==> src/rtl/strmove_pkg.sv <==
// strmove_pkg: shared opcodes and controller state type for the string engine.
// Assumes opcodes are 3 bits wide; values above OPC_MOVE are undefined.
package strmove_pkg;
    localparam logic [2:0] OPC_DIR_CLR = 3'd0;
    localparam logic [2:0] OPC_DIR_SET = 3'd1;
    localparam logic [2:0] OPC_STORE   = 3'd2;
    localparam logic [2:0] OPC_LOAD    = 3'd3;
    localparam logic [2:0] OPC_MOVE    = 3'd4;

    typedef enum logic [1:0] {
        ST_IDLE   = 2'd0,
        ST_READ   = 2'd1,
        ST_WRITE  = 2'd2,
        ST_FINISH = 2'd3
    } sm_state_e;
endpackage

==> src/rtl/strmove_step.sv <==
// strmove_step: computes a post-access pointer value, moved by the element
// size in bytes, upward for dir=0 and downward for dir=1.
// Assumes AW is at least 4 so that an 8-byte step fits.
module strmove_step #(
    parameter int AW = 16
) (
    input  logic [AW-1:0] ptr,
    input  logic [1:0]    size,
    input  logic          dir,
    output logic [AW-1:0] nxt
);
    logic [AW-1:0] step_bytes;

    // step magnitude from the size code
    assign step_bytes = AW'(1) << size;
    // wrap-around add or subtract
    assign nxt = dir ? (ptr - step_bytes) : (ptr + step_bytes);
endmodule

==> src/rtl/strmove_merge.sv <==
// strmove_merge: builds the accumulator value after a load. Byte lanes below
// the element size take the read data; higher lanes keep the old value.
// Assumes DW is a multiple of 8 and at least 64 bits.
module strmove_merge #(
    parameter int DW = 64
) (
    input  logic [DW-1:0] acc,
    input  logic [DW-1:0] rdata,
    input  logic [1:0]    size,
    output logic [DW-1:0] merged
);
    localparam int NB = DW / 8;

    logic [31:0] lane_lim;
    // number of lanes that the element covers
    assign lane_lim = 32'd1 << size;

    for (genvar lane = 0; lane < NB; lane++) begin : g_lane
        // per-lane select between read data and held accumulator
        assign merged[lane*8 +: 8] = (32'(lane) < lane_lim) ? rdata[lane*8 +: 8]
                                                            : acc[lane*8 +: 8];
    end
endmodule

==> src/rtl/strmove_ctrl.sv <==
// strmove_ctrl: command acceptance and element sequencing. Runs read and/or
// write phases per element, loops on repeat until the count reaches its
// last unit, then emits one done cycle.
// Assumes mem_ack is only meaningful while a request is raised.
module strmove_ctrl
    import strmove_pkg::*;
(
    input  logic       clk,
    input  logic       rst_n,
    input  logic       cmd_valid,
    input  logic [2:0] cmd_op,
    input  logic       cmd_rep,
    input  logic       cmd_cnt_zero,
    input  logic       cnt_last,
    input  logic       mem_ack,
    output logic       accept,
    output logic       busy,
    output logic       done,
    output logic       req,
    output logic       we,
    output logic       rd_fire,
    output logic       wr_fire,
    output logic       elem_fire,
    output logic       dir_set,
    output logic       dir_clr,
    output logic [2:0] op_q,
    output logic       rep_q
);
    sm_state_e state_q, state_d;
    sm_state_e first_cmd, first_q;
    logic      op_ok;
    logic      loop_again;

    // opcode range check and state-derived outputs
    assign op_ok     = (cmd_op <= OPC_MOVE);
    assign busy      = (state_q != ST_IDLE);
    assign done      = (state_q == ST_FINISH);
    assign req       = (state_q == ST_READ) || (state_q == ST_WRITE);
    assign we        = (state_q == ST_WRITE);
    assign accept    = cmd_valid && !busy && op_ok;
    assign dir_set   = accept && (cmd_op == OPC_DIR_SET);
    assign dir_clr   = accept && (cmd_op == OPC_DIR_CLR);
    assign rd_fire   = (state_q == ST_READ) && mem_ack;
    assign wr_fire   = (state_q == ST_WRITE) && mem_ack;
    assign elem_fire = (rd_fire && (op_q == OPC_LOAD)) || wr_fire;
    assign loop_again = rep_q && !cnt_last;

    // first phase of an element, for a new command and for a held one
    assign first_cmd = (cmd_op == OPC_STORE) ? ST_WRITE : ST_READ;
    assign first_q   = (op_q == OPC_STORE) ? ST_WRITE : ST_READ;

    // next-state selection
    always_comb begin
        state_d = state_q;
        unique case (state_q)
            ST_IDLE: begin
                if (accept) begin
                    if (cmd_op == OPC_DIR_SET || cmd_op == OPC_DIR_CLR)
                        state_d = ST_FINISH;
                    else if (cmd_rep && cmd_cnt_zero)
                        state_d = ST_FINISH;
                    else
                        state_d = first_cmd;
                end
            end
            ST_READ: begin
                if (mem_ack) begin
                    if (op_q == OPC_LOAD)
                        state_d = loop_again ? first_q : ST_FINISH;
                    else
                        state_d = ST_WRITE;
                end
            end
            ST_WRITE: begin
                if (mem_ack)
                    state_d = loop_again ? first_q : ST_FINISH;
            end
            ST_FINISH: state_d = ST_IDLE;
            default:   state_d = ST_IDLE;
        endcase
    end

    // state and latched command fields
    always_ff @(posedge clk) begin
        if (!rst_n) begin
            state_q <= ST_IDLE;
            op_q    <= 3'd0;
            rep_q   <= 1'b0;
        end else begin
            state_q <= state_d;
            if (accept) begin
                op_q  <= cmd_op;
                rep_q <= cmd_rep;
            end
        end
    end


    done_then_idle_chk: assert property (@(posedge clk) disable iff (!rst_n)
        done |=> !busy);


    bad_op_ignored_chk: assert property (@(posedge clk) disable iff (!rst_n)
        (cmd_valid && !busy && (cmd_op > OPC_MOVE)) |=> !busy);


    zero_rep_fast_chk: assert property (@(posedge clk) disable iff (!rst_n)
        (accept && cmd_rep && cmd_cnt_zero && (cmd_op >= OPC_STORE)) |=> (done && !req));
endmodule

==> src/rtl/strmove_engine.sv <==
// strmove_engine: string store/load/move engine with repeat and direction
// flag. Holds the pointer, accumulator and count registers, and drives a
// single-port request/acknowledge memory.
// Assumes the memory keeps mem_rdata valid in the cycle mem_ack is high.
module strmove_engine
    import strmove_pkg::*;
#(
    parameter int AW = 16,
    parameter int DW = 64,
    parameter int CW = 16
) (
    input  logic          clk,
    input  logic          rst_n,
    input  logic          cmd_valid,
    input  logic [2:0]    cmd_op,
    input  logic          cmd_rep,
    input  logic [1:0]    cmd_size,
    input  logic [AW-1:0] cmd_src,
    input  logic [AW-1:0] cmd_dst,
    input  logic [DW-1:0] cmd_acc,
    input  logic [CW-1:0] cmd_cnt,
    output logic          mem_req,
    output logic          mem_we,
    output logic [AW-1:0] mem_addr,
    output logic [1:0]    mem_size,
    output logic [DW-1:0] mem_wdata,
    input  logic          mem_ack,
    input  logic [DW-1:0] mem_rdata,
    output logic [AW-1:0] src_o,
    output logic [AW-1:0] dst_o,
    output logic [DW-1:0] acc_o,
    output logic [CW-1:0] cnt_o,
    output logic          dir_o,
    output logic          busy,
    output logic          done
);
    localparam int NPTR = 2;

    logic [AW-1:0] src_q, dst_q;
    logic [DW-1:0] acc_q, hold_q, acc_ld;
    logic [CW-1:0] cnt_q;
    logic          dir_q;
    logic [1:0]    size_q;

    logic       accept, rd_fire, wr_fire, elem_fire, dir_set, dir_clr, rep_q;
    logic       req_w, we_w;
    logic [2:0] op_q;
    logic [AW-1:0] ptr_cur [NPTR];
    logic [AW-1:0] ptr_nxt [NPTR];

    // sequencing
    strmove_ctrl u_ctrl (
        .clk          (clk),
        .rst_n        (rst_n),
        .cmd_valid    (cmd_valid),
        .cmd_op       (cmd_op),
        .cmd_rep      (cmd_rep),
        .cmd_cnt_zero (cmd_cnt == '0),
        .cnt_last     (cnt_q == CW'(1)),
        .mem_ack      (mem_ack),
        .accept       (accept),
        .busy         (busy),
        .done         (done),
        .req          (req_w),
        .we           (we_w),
        .rd_fire      (rd_fire),
        .wr_fire      (wr_fire),
        .elem_fire    (elem_fire),
        .dir_set      (dir_set),
        .dir_clr      (dir_clr),
        .op_q         (op_q),
        .rep_q        (rep_q)
    );

    // pointer steppers, index 0 source and index 1 destination
    assign ptr_cur[0] = src_q;
    assign ptr_cur[1] = dst_q;
    for (genvar g = 0; g < NPTR; g++) begin : g_step
        strmove_step #(.AW(AW)) u_step (
            .ptr  (ptr_cur[g]),
            .size (size_q),
            .dir  (dir_q),
            .nxt  (ptr_nxt[g])
        );
    end

    // load lane merge
    strmove_merge #(.DW(DW)) u_merge (
        .acc    (acc_q),
        .rdata  (mem_rdata),
        .size   (size_q),
        .merged (acc_ld)
    );

    // memory request fields
    assign mem_req   = req_w;
    assign mem_we    = we_w;
    assign mem_addr  = we_w ? dst_q : src_q;
    assign mem_size  = size_q;
    assign mem_wdata = (op_q == OPC_MOVE) ? hold_q : acc_q;

    // architectural register updates
    always_ff @(posedge clk) begin
        if (!rst_n) begin
            src_q  <= '0;
            dst_q  <= '0;
            acc_q  <= '0;
            hold_q <= '0;
            cnt_q  <= '0;
            dir_q  <= 1'b0;
            size_q <= 2'd0;
        end else begin
            if (dir_set)      dir_q <= 1'b1;
            else if (dir_clr) dir_q <= 1'b0;
            if (accept) begin
                src_q  <= cmd_src;
                dst_q  <= cmd_dst;
                acc_q  <= cmd_acc;
                cnt_q  <= cmd_cnt;
                size_q <= cmd_size;
            end
            if (rd_fire) begin
                src_q <= ptr_nxt[0];
                if (op_q == OPC_LOAD) acc_q  <= acc_ld;
                else                  hold_q <= mem_rdata;
            end
            if (wr_fire) dst_q <= ptr_nxt[1];
            if (elem_fire && rep_q) cnt_q <= cnt_q - CW'(1);
        end
    end

    assign src_o = src_q;
    assign dst_o = dst_q;
    assign acc_o = acc_q;
    assign cnt_o = cnt_q;
    assign dir_o = dir_q;


    req_hold_chk: assert property (@(posedge clk) disable iff (!rst_n)
        (mem_req && !mem_ack) |=> (mem_req && $stable(mem_addr) && $stable(mem_we) && $stable(mem_size)));


    dst_step_chk: assert property (@(posedge clk) disable iff (!rst_n)
        (mem_req && mem_we && mem_ack) |=>
            ((dir_o ? ($past(dst_o) - dst_o) : (dst_o - $past(dst_o))) == (AW'(1) << mem_size)));


    src_step_chk: assert property (@(posedge clk) disable iff (!rst_n)
        (mem_req && !mem_we && mem_ack) |=>
            ((dir_o ? ($past(src_o) - src_o) : (src_o - $past(src_o))) == (AW'(1) << mem_size)));


    rep_count_zero_chk: assert property (@(posedge clk) disable iff (!rst_n)
        (done && rep_q && (op_q >= OPC_STORE)) |-> (cnt_o == '0));


    single_count_kept_chk: assert property (@(posedge clk) disable iff (!rst_n)
        (busy && !rep_q) |=> $stable(cnt_o));


    dir_locked_chk: assert property (@(posedge clk) disable iff (!rst_n)
        busy |=> $stable(dir_o));
endmodule

==> config.mk <==
export PLATFORM = sky130hd
export DESIGN_NAME = strmove_engine
export DESIGN_NICKNAME = d
export VERILOG_FILES = /design/src/rtl/strmove_pkg.sv /design/src/rtl/strmove_step.sv /design/src/rtl/strmove_merge.sv /design/src/rtl/strmove_ctrl.sv /design/src/rtl/strmove_engine.sv
export SDC_FILE = /design/constraint.sdc
export NUM_CORES = 1
export LEC_CHECK = 0
export BUFFER_PORTS_ARGS = -buffer_cell sky130_fd_sc_hd__buf_2
export CELL_PAD_IN_SITES_DETAIL_PLACEMENT = 1
export CELL_PAD_IN_SITES_GLOBAL_PLACEMENT = 1
export CORE_ASPECT_RATIO = 0.5
export CORE_UTILIZATION = 39
export DETAILED_ROUTE_END_ITERATION = 10
export PLACE_DENSITY_LB_ADDON = 0.2
export SLEW_MARGIN = 10
export SYNTH_ARGS = -nofsm -noshare
export SYNTH_HDL_FRONTEND = slang
export SYNTH_SLANG_ARGS = --single-unit
==> constraint.sdc <==
create_clock -name clk -period 5.5 [get_ports clk]
set_clock_uncertainty 0.1 [all_clocks]
set_input_delay 0.825 -clock clk [delete_from_list [all_inputs] [get_ports clk]]
set_output_delay 0.825 -clock clk [all_outputs]
set_load 0.005 [all_outputs]
==> impl_metrics.yaml, run 1 <==
setup_path:
  critPathArrivalTime_ps: 4280
  crit_required_ps: 5780
  crit_path_end_kind: "flop"
  cp_num_cells: 12
  cp_slowest_cell: "a211oi_1"
  critPathMaxFanout: 20
  crit_family: "compound AO/OA/AOI/OAI gates"
  reg2regPathDepth: 12
  crit_path_frequent_cell: "ha_1"
  worst_setup_path_start_kind: "flop"
  cpPeakStageDelay_ps: 630
  crit_chain: "nor2_1 -> inv_1 -> ha_1 -> nand2b_1 -> nand2_1 -> ha_1 -> and2_1 -> mux2i_1 -> a211oi_1 -> o221ai_1 -> a31o_2 -> a21oi_1"
  cp_num_buf_inv: 1
  crit_type: "reg -> reg"
timing:
  relSlewSlack: 0.271
  finalCritPeriodShare: 0.727
  finalSetupTns_ps: 0
  fmax_mhz: 250
  finalHoldViolations: 0
  maxSlewViolCount: 0
  worst_pin_slew_ps: 1090
  period_minus_slack_ps: 4000
  rsz0062_at_grt: "no"
  fin_ws_ps: 1500
  setup_viol: 0
hold_path:
  min_delay_path_depth: 2
  min_path_type: "reg -> reg"
clock_tree:
  cts_setup_buffers: 0
  cts_made_buffers: 17
  cts.clk_slew.worst_paths_ps: 80
  cts.sinks: 185
  htreeDepth: 4
  clock_tree.buffer_depth: 2
  cts_tree: "built"
  hold_buffers: 0
  cts_root_buf: "clkbuf_16"
  cts_resized: 0
  insertion_delay_ps: 450
grt:
  grt.total_usage: 0.290
  grt.busiest_layer: "met2"
  grt_max_degree: 85
  met1_usage: 0.365
  met2_usage: 0.494
  antenna_found_initial: 7
  overflow: 0
  grt_pass1_wl_mm: 64.7
  grtUsageMet3: 0.0526
  grt_pass1_vias: 11600
floorplan:
  die_h_um: 119
  dieArea_um2: 28100
  core-area_um2: 26600
  die_x_um: 236
  io_pins: 385
  placementRows: 42
  initial_core_util: 0.400
finish:
  layout_common_cells: "buf_2, nand2_1, dfxtp_1, nor2_1, mux2_2"
  fin_nets: 1849
  drive_above_1_share: 0.322
  final_area_um2: 13500
  syn_to_final_growth_pct: 26.1
  final_common_cell: "buf_2"
  nFillCells: 3373
synth:
  synth_top_cell_by_area: "dfxtp_1"
  ys_types: 75
  synth_area_leaders: "dfxtp_1, mux2_2, nand2_1"
  async_flop_share: 0
  synth_edf_count: 0
  synth.net_count: 1530
  netlist_area_um2: 10700
  yosysWarnings: 0
  netlist.area_leader.share: 0.347
  avgSynthCellArea_um2: 8.14
  synth-seq-cells: 185
  ys_seq_area_frac: 0.347
  synth_cells: 1310
  synthFlopType: "dfxtp_1"
route:
  antenna_left: 0
  wl_mm: 41.4
  drtIter0Drc: 595
  firstDrtPassIters: 5
  avgRoutedWirePerCell_um: 20.7
  drc: 0
  via_per_inst: 5.74
  vias: 11500
placement:
  dp_hpwl_mm: 30.5
  gp_congestion: 0.922
  dpl-instance-area_um2: 12800
  preCtsSetupSlack_ps: 1500
  numPortBuffers: 384
run:
  cap_violations: 0
pwr:
  power.static_leakage_nw: 6.16
  power_density_nw_per_um2: 385
  ir_drop_mv: 0.258
outcome:
  status: "finished, final reports clean"
-- logic make-up (layout without fill, tap and decap cells) --
kind of cell	count (synthesis)	count (layout)	synth area share
buf+inv	113	445	0.0408
fa+ha+maj	36	36	0.0418
compound gates	341	341	0.239
mux	96	96	0.0996
flops	185	185	0.347
xor+xnor	16	16	0.0131
simple gates	523	523	0.219
other cells	0	4	0
-- synth_stat cells, drive strengths merged (4+ instances only) --
cell type	instances
nor3	16
a21oi	47
nand3b	5
xnor2	9
o21a	6
o211a	7
o2111ai	5
a211oi	14
a21boi	74
o221ai	66
a311oi	12
and3	11
nand4	7
mux2i	15
nand2	227
dfxtp	185
a31oi	7
o31ai	4
nor3b	4
buf	18
inv	16
or3	6
a21o	19
nor2	161
xor2	7
clkbuf	79
o21bai	4
o311a	4
nor4	9
nand2b	6
o21ai	31
ha	34
nor2b	10
mux2	81
and2	6
o211ai	8
nand3	35
and4	7
-- stage by stage --
step | instances | power, mW | utilization | hold WS, ps
final | 1998 | 5.18 | 0.505 | 367
after global routing | 1998 | 5.47 | 0.505 | 396
after CTS | 1994 | 5.21 | 0.504 | 370
after detailed placement | 1962 | 3.78 | 0.480 | 358
after global placement | 1962 | 3.70 | 0.480 | 348
after floorplan | 1310 | 2.97 | - | 340
-- sequential cells by signal, indices dropped and copies added, names as in the netlist --
name            flops
dst_o              16
hold_q             64
u_ctrl.rep_q        1
src_o              16
mem_size            2
acc_o              64
cnt_o              16
u_ctrl.op_q         3
dir_o               1
u_ctrl.state_q      2
-- worst register-to-register path, delay by kind of cell, from the launching register on --
kind	cells	cell delay, ps
AO/OA/AOI/OAI	4	1460
adder cells (fa/ha/maj)	2	790
buffers and inverters	1	90
flip-flops	1	480
multiplexers	1	80
AND/OR/NAND/NOR	4	910
-- worst paths after layout --
check | start | endpoint | slack (ps)
setup reg to reg | mem_size[1] | src_o[13] | 1500
hold / removal | hold_q[48] | hold_q[48] | 370
setup / recovery | mem_size[1] | src_o[13] | 1500
hold reg to reg | hold_q[48] | hold_q[48] | 370
-- where the power goes --
group | internal, mW | switching (mW)
sequential | 1.57 | 0.247
combinational | 0.822 | 1.14
clock | 0.802 | 0.604
total | 3.19 | 1.99
-- layout make-up --
type	count	area [um^2]	share of cell area
inverter	16	60.1	0.00447
clock inverter	13	205	0.0153
multi-input combinational	1012	6560	0.487
timing repair buffer	397	2020	0.150
sequential	185	3700	0.275
antenna	4	10.0	0.000744
clock buffer	19	453	0.0337
tap	352	440	0.0327
-- routing by layer --
metal / part of all wire / up-vias
met2: 0.48 / 320
li1: - / 5411
met5: 0.00048 / -
met3: 0.049 / 67
met4: 0.024 / 4
met1: 0.44 / 5674
(Power assumes the default switching activity.)
==> run 2, diff against run 1 <==
--- a/config.mk
+++ b/config.mk
@@ -5,11 +5,12 @@
 export SDC_FILE = /design/constraint.sdc
 export NUM_CORES = 1
 export LEC_CHECK = 0
+export ABC_AREA = 1
 export BUFFER_PORTS_ARGS = -buffer_cell sky130_fd_sc_hd__buf_2
 export CELL_PAD_IN_SITES_DETAIL_PLACEMENT = 1
 export CELL_PAD_IN_SITES_GLOBAL_PLACEMENT = 1
 export CORE_ASPECT_RATIO = 0.5
-export CORE_UTILIZATION = 39
+export CORE_UTILIZATION = 35
 export DETAILED_ROUTE_END_ITERATION = 10
 export PLACE_DENSITY_LB_ADDON = 0.2
 export SLEW_MARGIN = 10
==> constraint.sdc (replaced) <==
create_clock -name clk -period 4 [get_ports clk]
set_clock_uncertainty 0.1 [all_clocks]
set_input_delay 0.6 -clock clk [delete_from_list [all_inputs] [get_ports clk]]
set_output_delay 0.6 -clock clk [all_outputs]
set_load 0.005 [all_outputs]
==> impl_metrics.yaml, run 2 <==
synth:
  synth_edf_count: 0
  netlist.area_leader.share: 0.341
  synth_cells: 1618
  avgSynthCellArea_um2: 6.71
  synth_most_common_cell: "nand2_1"
  synthFlopType: "dfxtp_1"
  synth_area_leaders: "dfxtp_1, nand2_1, nor2_1"
  netlist_area_um2: 10900
  ys_types: 51
  yosysWarnings: 0
  async_flop_share: 0
  synthTopCellsByCount: "nand2_1, nor2_1, dfxtp_1"
  ys_seq_area_frac: 0.341
  synth.net_count: 1838
  synth_top_cell_by_area: "dfxtp_1"
  synth-seq-cells: 185
setup_path:
  crit_path_end_kind: "flop"
  critPathMaxFanout: 15
  worst_setup_path_start_kind: "flop"
  critPathArrivalTime_ps: 3620
  crit_required_ps: 4240
  crit_type: "reg -> reg"
placement:
  gp_congestion: 0.914
  dp_hpwl_mm: 31.9
  numPortBuffers: 384
  preCtsSetupSlack_ps: 663
timing:
  fmax_mhz: 296
  finalSetupTns_ps: 0
  fin_ws_ps: 620
  setup_viol: 0
  finalCritPeriodShare: 0.845
  period_minus_slack_ps: 3380
  relSlewSlack: 0.470
  rsz0062_at_grt: "no"
  finalHoldViolations: 0
  maxSlewViolCount: 0
  worst_pin_slew_ps: 795
finish:
  layout_common_cells: "buf_2, nand2_1, nor2_1, dfxtp_1, a21oi_1"
  fin_nets: 2174
  multi_input_area_um2: 6160
  nFillCells: 4111
  register_area_um2: 3700
  syn_to_final_growth_pct: 26.1
  drive_above_1_share: 0.255
  final_common_cell: "buf_2"
floorplan:
  placementRows: 45
  die_x_um: 251
  die_h_um: 127
  io_pins: 385
  core-area_um2: 30400
  dieArea_um2: 31800
  initial_core_util: 0.357
route:
  drtIter0Drc: 665
  antenna_left: 0
  avgRoutedWirePerCell_um: 18.3
  firstDrtPassIters: 5
  wl_mm: 43.5
  drc: 0
  vias: 12400
  via_per_inst: 5.24
clock_tree:
  cts_root_buf: "clkbuf_16"
  cts_tree: "built"
  cts.clk_slew.worst_paths_ps: 80
  cts_resized: 0
  insertion_delay_ps: 460
  hold_buffers: 0
  htreeDepth: 4
  clock_tree.buffer_depth: 2
  cts.sinks: 185
  cts_setup_buffers: 0
  cts_made_buffers: 17
grt:
  grt.total_usage: 0.272
  grt_pass1_vias: 12300
  met1_usage: 0.349
  grt_max_degree: 74
  overflow: 0
  met2_usage: 0.468
  antenna_found_initial: 5
  grt.busiest_layer: "met2"
  grtUsageMet3: 0.0441
  grt_pass1_wl_mm: 68.3
outcome:
  status: "finished, final reports clean"
pwr:
  power.static_leakage_nw: 6.71
  ir_drop_mv: 0.362
  power_density_nw_per_um2: 549
run:
  cap_violations: 0
hold_path:
  min_path_type: "in -> reg"
run 2: changes by cell type in the layout (fill, tap and decap cells not counted), moves of 53 or more:
cell / delta
nor3_1: +53
nand2_1: +76
a21boi_0: -73
o221ai_1: -62
nor2_1: +80
mux2_2: -76
inv_1: +132
a21oi_1: +113
o21ai_0: +99
run 2: final timing paths:
| kind | start | cells after the start | to | slack (ps) |
|---|---|---|---|---|
| worst max-delay path | mem_size[1] | 16 | src_o[15] | 620 |
| worst min-delay path | mem_rdata[41] | 3 | hold_q[41] | 280 |
| worst max register to register | mem_size[1] | 16 | src_o[15] | 620 |
| worst min register to register | hold_q[26] | 2 | hold_q[26] | 350 |
run 2: power breakdown:
| group | switching (mW) | total [mW] | internal (mW) |
|---|---|---|---|
| Clock | 0.869 | 1.76 | 0.891 |
| Combinational | 2.04 | 3.24 | 1.21 |
| Sequential | 0.300 | 2.52 | 2.22 |
| Total | 3.21 | 7.52 | 4.31 |
run 2: layout make-up:
| cell class | instances | share of cell area |
|---|---|---|
| well taps | 399 | 0.0365 |
| clock buffers | 18 | 0.0313 |
| diodes | 5 | 0.000914 |
| inverters | 162 | 0.0447 |
| flip-flops and latches | 185 | 0.271 |
| clock inverters | 14 | 0.0114 |
| repair buffers | 408 | 0.154 |
| multi-input cells | 1180 | 0.450 |
run 2: metal layers:
metal / up-vias / part of all wire
met5: - / 0
met4: 0 / 0.024
met3: 64 / 0.034
met2: 257 / 0.48
met1: 6010 / 0.46
li1: 6100 / -
run 2: logic make-up after synthesis:
| kind of cell | Yosys count | synth area share |
|---|---|---|
| multiplexers | 5 | 0.00519 |
| flip-flops | 185 | 0.341 |
| adder cells (fa/ha/maj) | 34 | 0.0392 |
| buffers and inverters | 253 | 0.0937 |
| AO/OA/AOI/OAI | 410 | 0.236 |
| AND/OR/NAND/NOR | 716 | 0.272 |
| XOR/XNOR | 15 | 0.0121 |
run 2: metrics by stage:
step	instances	power (mW)	util	hold slack (ps)	instance area, um^2
floorplan	1618	4.47	-	325	10900
global placement	2334	5.75	0.431	340	13100
detailed placement	2334	5.80	0.431	344	13100
CTS	2366	7.59	0.450	257	13700
global route	2371	8.08	0.450	275	13700
finish	2371	7.52	0.450	277	13700
run 2: critical path, cell delays in order (launching register included):
cell     delay, ps
dfxtp_1        350
inv_2          210
nand2_2        170
ha_1           280
nand2_1        160
nand2_1        390
ha_1           500
nand2_1        150
inv_1           70
a21oi_1        240
nor2_1          70
nor3_1         210
nand2_1         80
nand2_1         70
nand3_1         70
nand2_1         70
a21oi_1         50
==> run 3, diff against run 2 <==
==> constraint.sdc (replaced) <==
create_clock -name clk -period 3.5 [get_ports clk]
set_clock_uncertainty 0.1 [all_clocks]
set_input_delay 0.525 -clock clk [delete_from_list [all_inputs] [get_ports clk]]
set_output_delay 0.525 -clock clk [all_outputs]
set_load 0.005 [all_outputs]
==> impl_metrics.yaml, run 3 (synthesized netlist as in run 2, its figures left out) <==
clock_tree:
  htreeDepth: 4
  clock_tree.buffer_depth: 2
  cts_setup_buffers: 0
  cts.clk_slew.worst_paths_ps: 70
  cts_tree: "built"
  insertion_delay_ps: 450
  cts_root_buf: "clkbuf_16"
  cts.sinks: 185
  cts_made_buffers: 17
hold_path:
  min_path_type: "in -> reg"
finish:
  drive_above_1_share: 0.256
  multi_input_area_um2: 6160
  syn_to_final_growth_pct: 26.5
  instances_no_fill: 2373
  nFillCells: 4071
  layout_common_cells: "buf_2, nand2_1, nor2_1, dfxtp_1, a21oi_1"
  register_area_um2: 3700
  final_common_cell: "buf_2"
  fin_nets: 2176
  final_area_um2: 13700
grt:
  antenna_found_initial: 7
  grt_pass1_vias: 12400
  grt.total_usage: 0.272
  grtUsageMet3: 0.0394
  overflow: 0
  met2_usage: 0.470
  grt_max_degree: 74
  grt.busiest_layer: "met2"
  met1_usage: 0.345
  grt_pass1_wl_mm: 68.2
route:
  firstDrtPassIters: 5
  drc: 0
  antenna_left: 0
  drtIter0Drc: 691
  wl_mm: 43.8
  avgRoutedWirePerCell_um: 18.4
  via_per_inst: 5.25
  vias: 12500
setup_path:
  crit_family: "simple AND/OR/NAND/NOR gates"
  crit_chain: "inv_2 -> nand2_1 -> ha_1 -> nand2_1 -> nand2_2 -> ha_1 -> a21oi_1 -> a21boi_0 -> nand2_1 -> or2_1 -> a31oi_1 -> nor2_1"
  critPathArrivalTime_ps: 3280
  crit_path_end_kind: "flop"
  crit_type: "reg -> reg"
  crit_required_ps: 3730
  cp_num_buf_inv: 1
  cp_slowest_cell: "ha_1"
  critPathMaxFanout: 12
  crit_path_frequent_cell: "nand2_1"
  worst_setup_path_start_kind: "flop"
  cpPeakStageDelay_ps: 420
timing:
  fin_ws_ps: 454
  worst_pin_slew_ps: 790
  rsz0062_at_grt: "no"
  maxSlewViolCount: 0
  relSlewSlack: 0.474
  hold_ws_ps: 211
  finalHoldViolations: 0
  finalSetupTns_ps: 0
  period_minus_slack_ps: 3050
  finalCritPeriodShare: 0.870
  setup_viol: 0
  fmax_mhz: 328
placement:
  dpl-instance-area_um2: 13100
  preCtsSetupSlack_ps: 226
  numPortBuffers: 384
  gp_congestion: 0.904
  dp_hpwl_mm: 32.0
  placed_cells: 2336
floorplan:
  initial_core_util: 0.357
  dieArea_um2: 31800
  io_pins: 385
  die_h_um: 127
  placementRows: 45
  core-area_um2: 30400
  die_x_um: 251
pwr:
  ir_drop_mv: 0.475
  pwr-share-seq: 0.335
  p_comb_frac: 0.435
  p_int_mw: 4.90
  switchingPower_mw: 3.70
  netSwitchingFraction: 0.430
  clock_power_share: 0.230
  power.static_leakage_nw: 6.73
  power_density_nw_per_um2: 627
run:
  cap_violations: 0
outcome:
  status: "finished, final reports clean"
[run 3: worst register-to-register path: stages (launching register included)]
cell and delay [ps]:
dfxtp_1 350, inv_2 120, nand2_1 110, ha_1 290
nand2_1 190, nand2_2 260, ha_1 430, a21oi_1 250
a21boi_0 230, nand2_1 160, or2_1 250, a31oi_1 130
nor2_1 60
[run 3: area by class of cell]
class                           count  share of cell area
Clock buffer                       19              0.0323
Inverter                          162              0.0446
Sequential cell                   185               0.270
Antenna cell                        5            0.000911
Clock inverter                     13             0.00939
Tap cell                          399              0.0364
Multi-Input combinational cell   1180               0.449
Timing Repair Buffer              410               0.158
[run 3: final timing paths]
kind,start,to,slack [ps],depth (start not counted)
hold / removal,mem_rdata[21],hold_q[21],210,3
hold reg to reg,hold_q[30],hold_q[30],350,2
setup reg to reg,mem_size[1],src_o[7],450,12
setup / recovery,mem_size[1],src_o[7],450,12
[run 3: per-stage QoR]
step,power [mW],util
finish,8.61,0.452
global route,9.23,0.452
CTS,8.68,0.451
detailed placement,6.67,0.432
global placement,6.61,0.432
floorplan,5.11,-
[run 3: what timing repair did]
action | in CTS | in global routing
hold buffers | 0 | 0
endpoints found under the setup margin | 0 | 4
resized for setup | 0 | 1
[run 3: power groups by stage]
stage          clock network, mW  logic [mW]  registers [mW]
2_1_floorplan                  0        2.26            2.85
5_1_grt                     2.11        4.19            2.93
4_1_cts                     2.03        3.77            2.88
3_3_place_gp                   0        3.69            2.92
6_report                    1.98        3.75            2.88
3_5_place_dp                   0        3.75            2.93
[run 3: routing by layer]
metal,part of all wire,vias to the layer above
met4,0.025,4
met3,0.031,72
met1,0.45,6020
li1,-,6112
met5,0.00062,-
met2,0.49,253
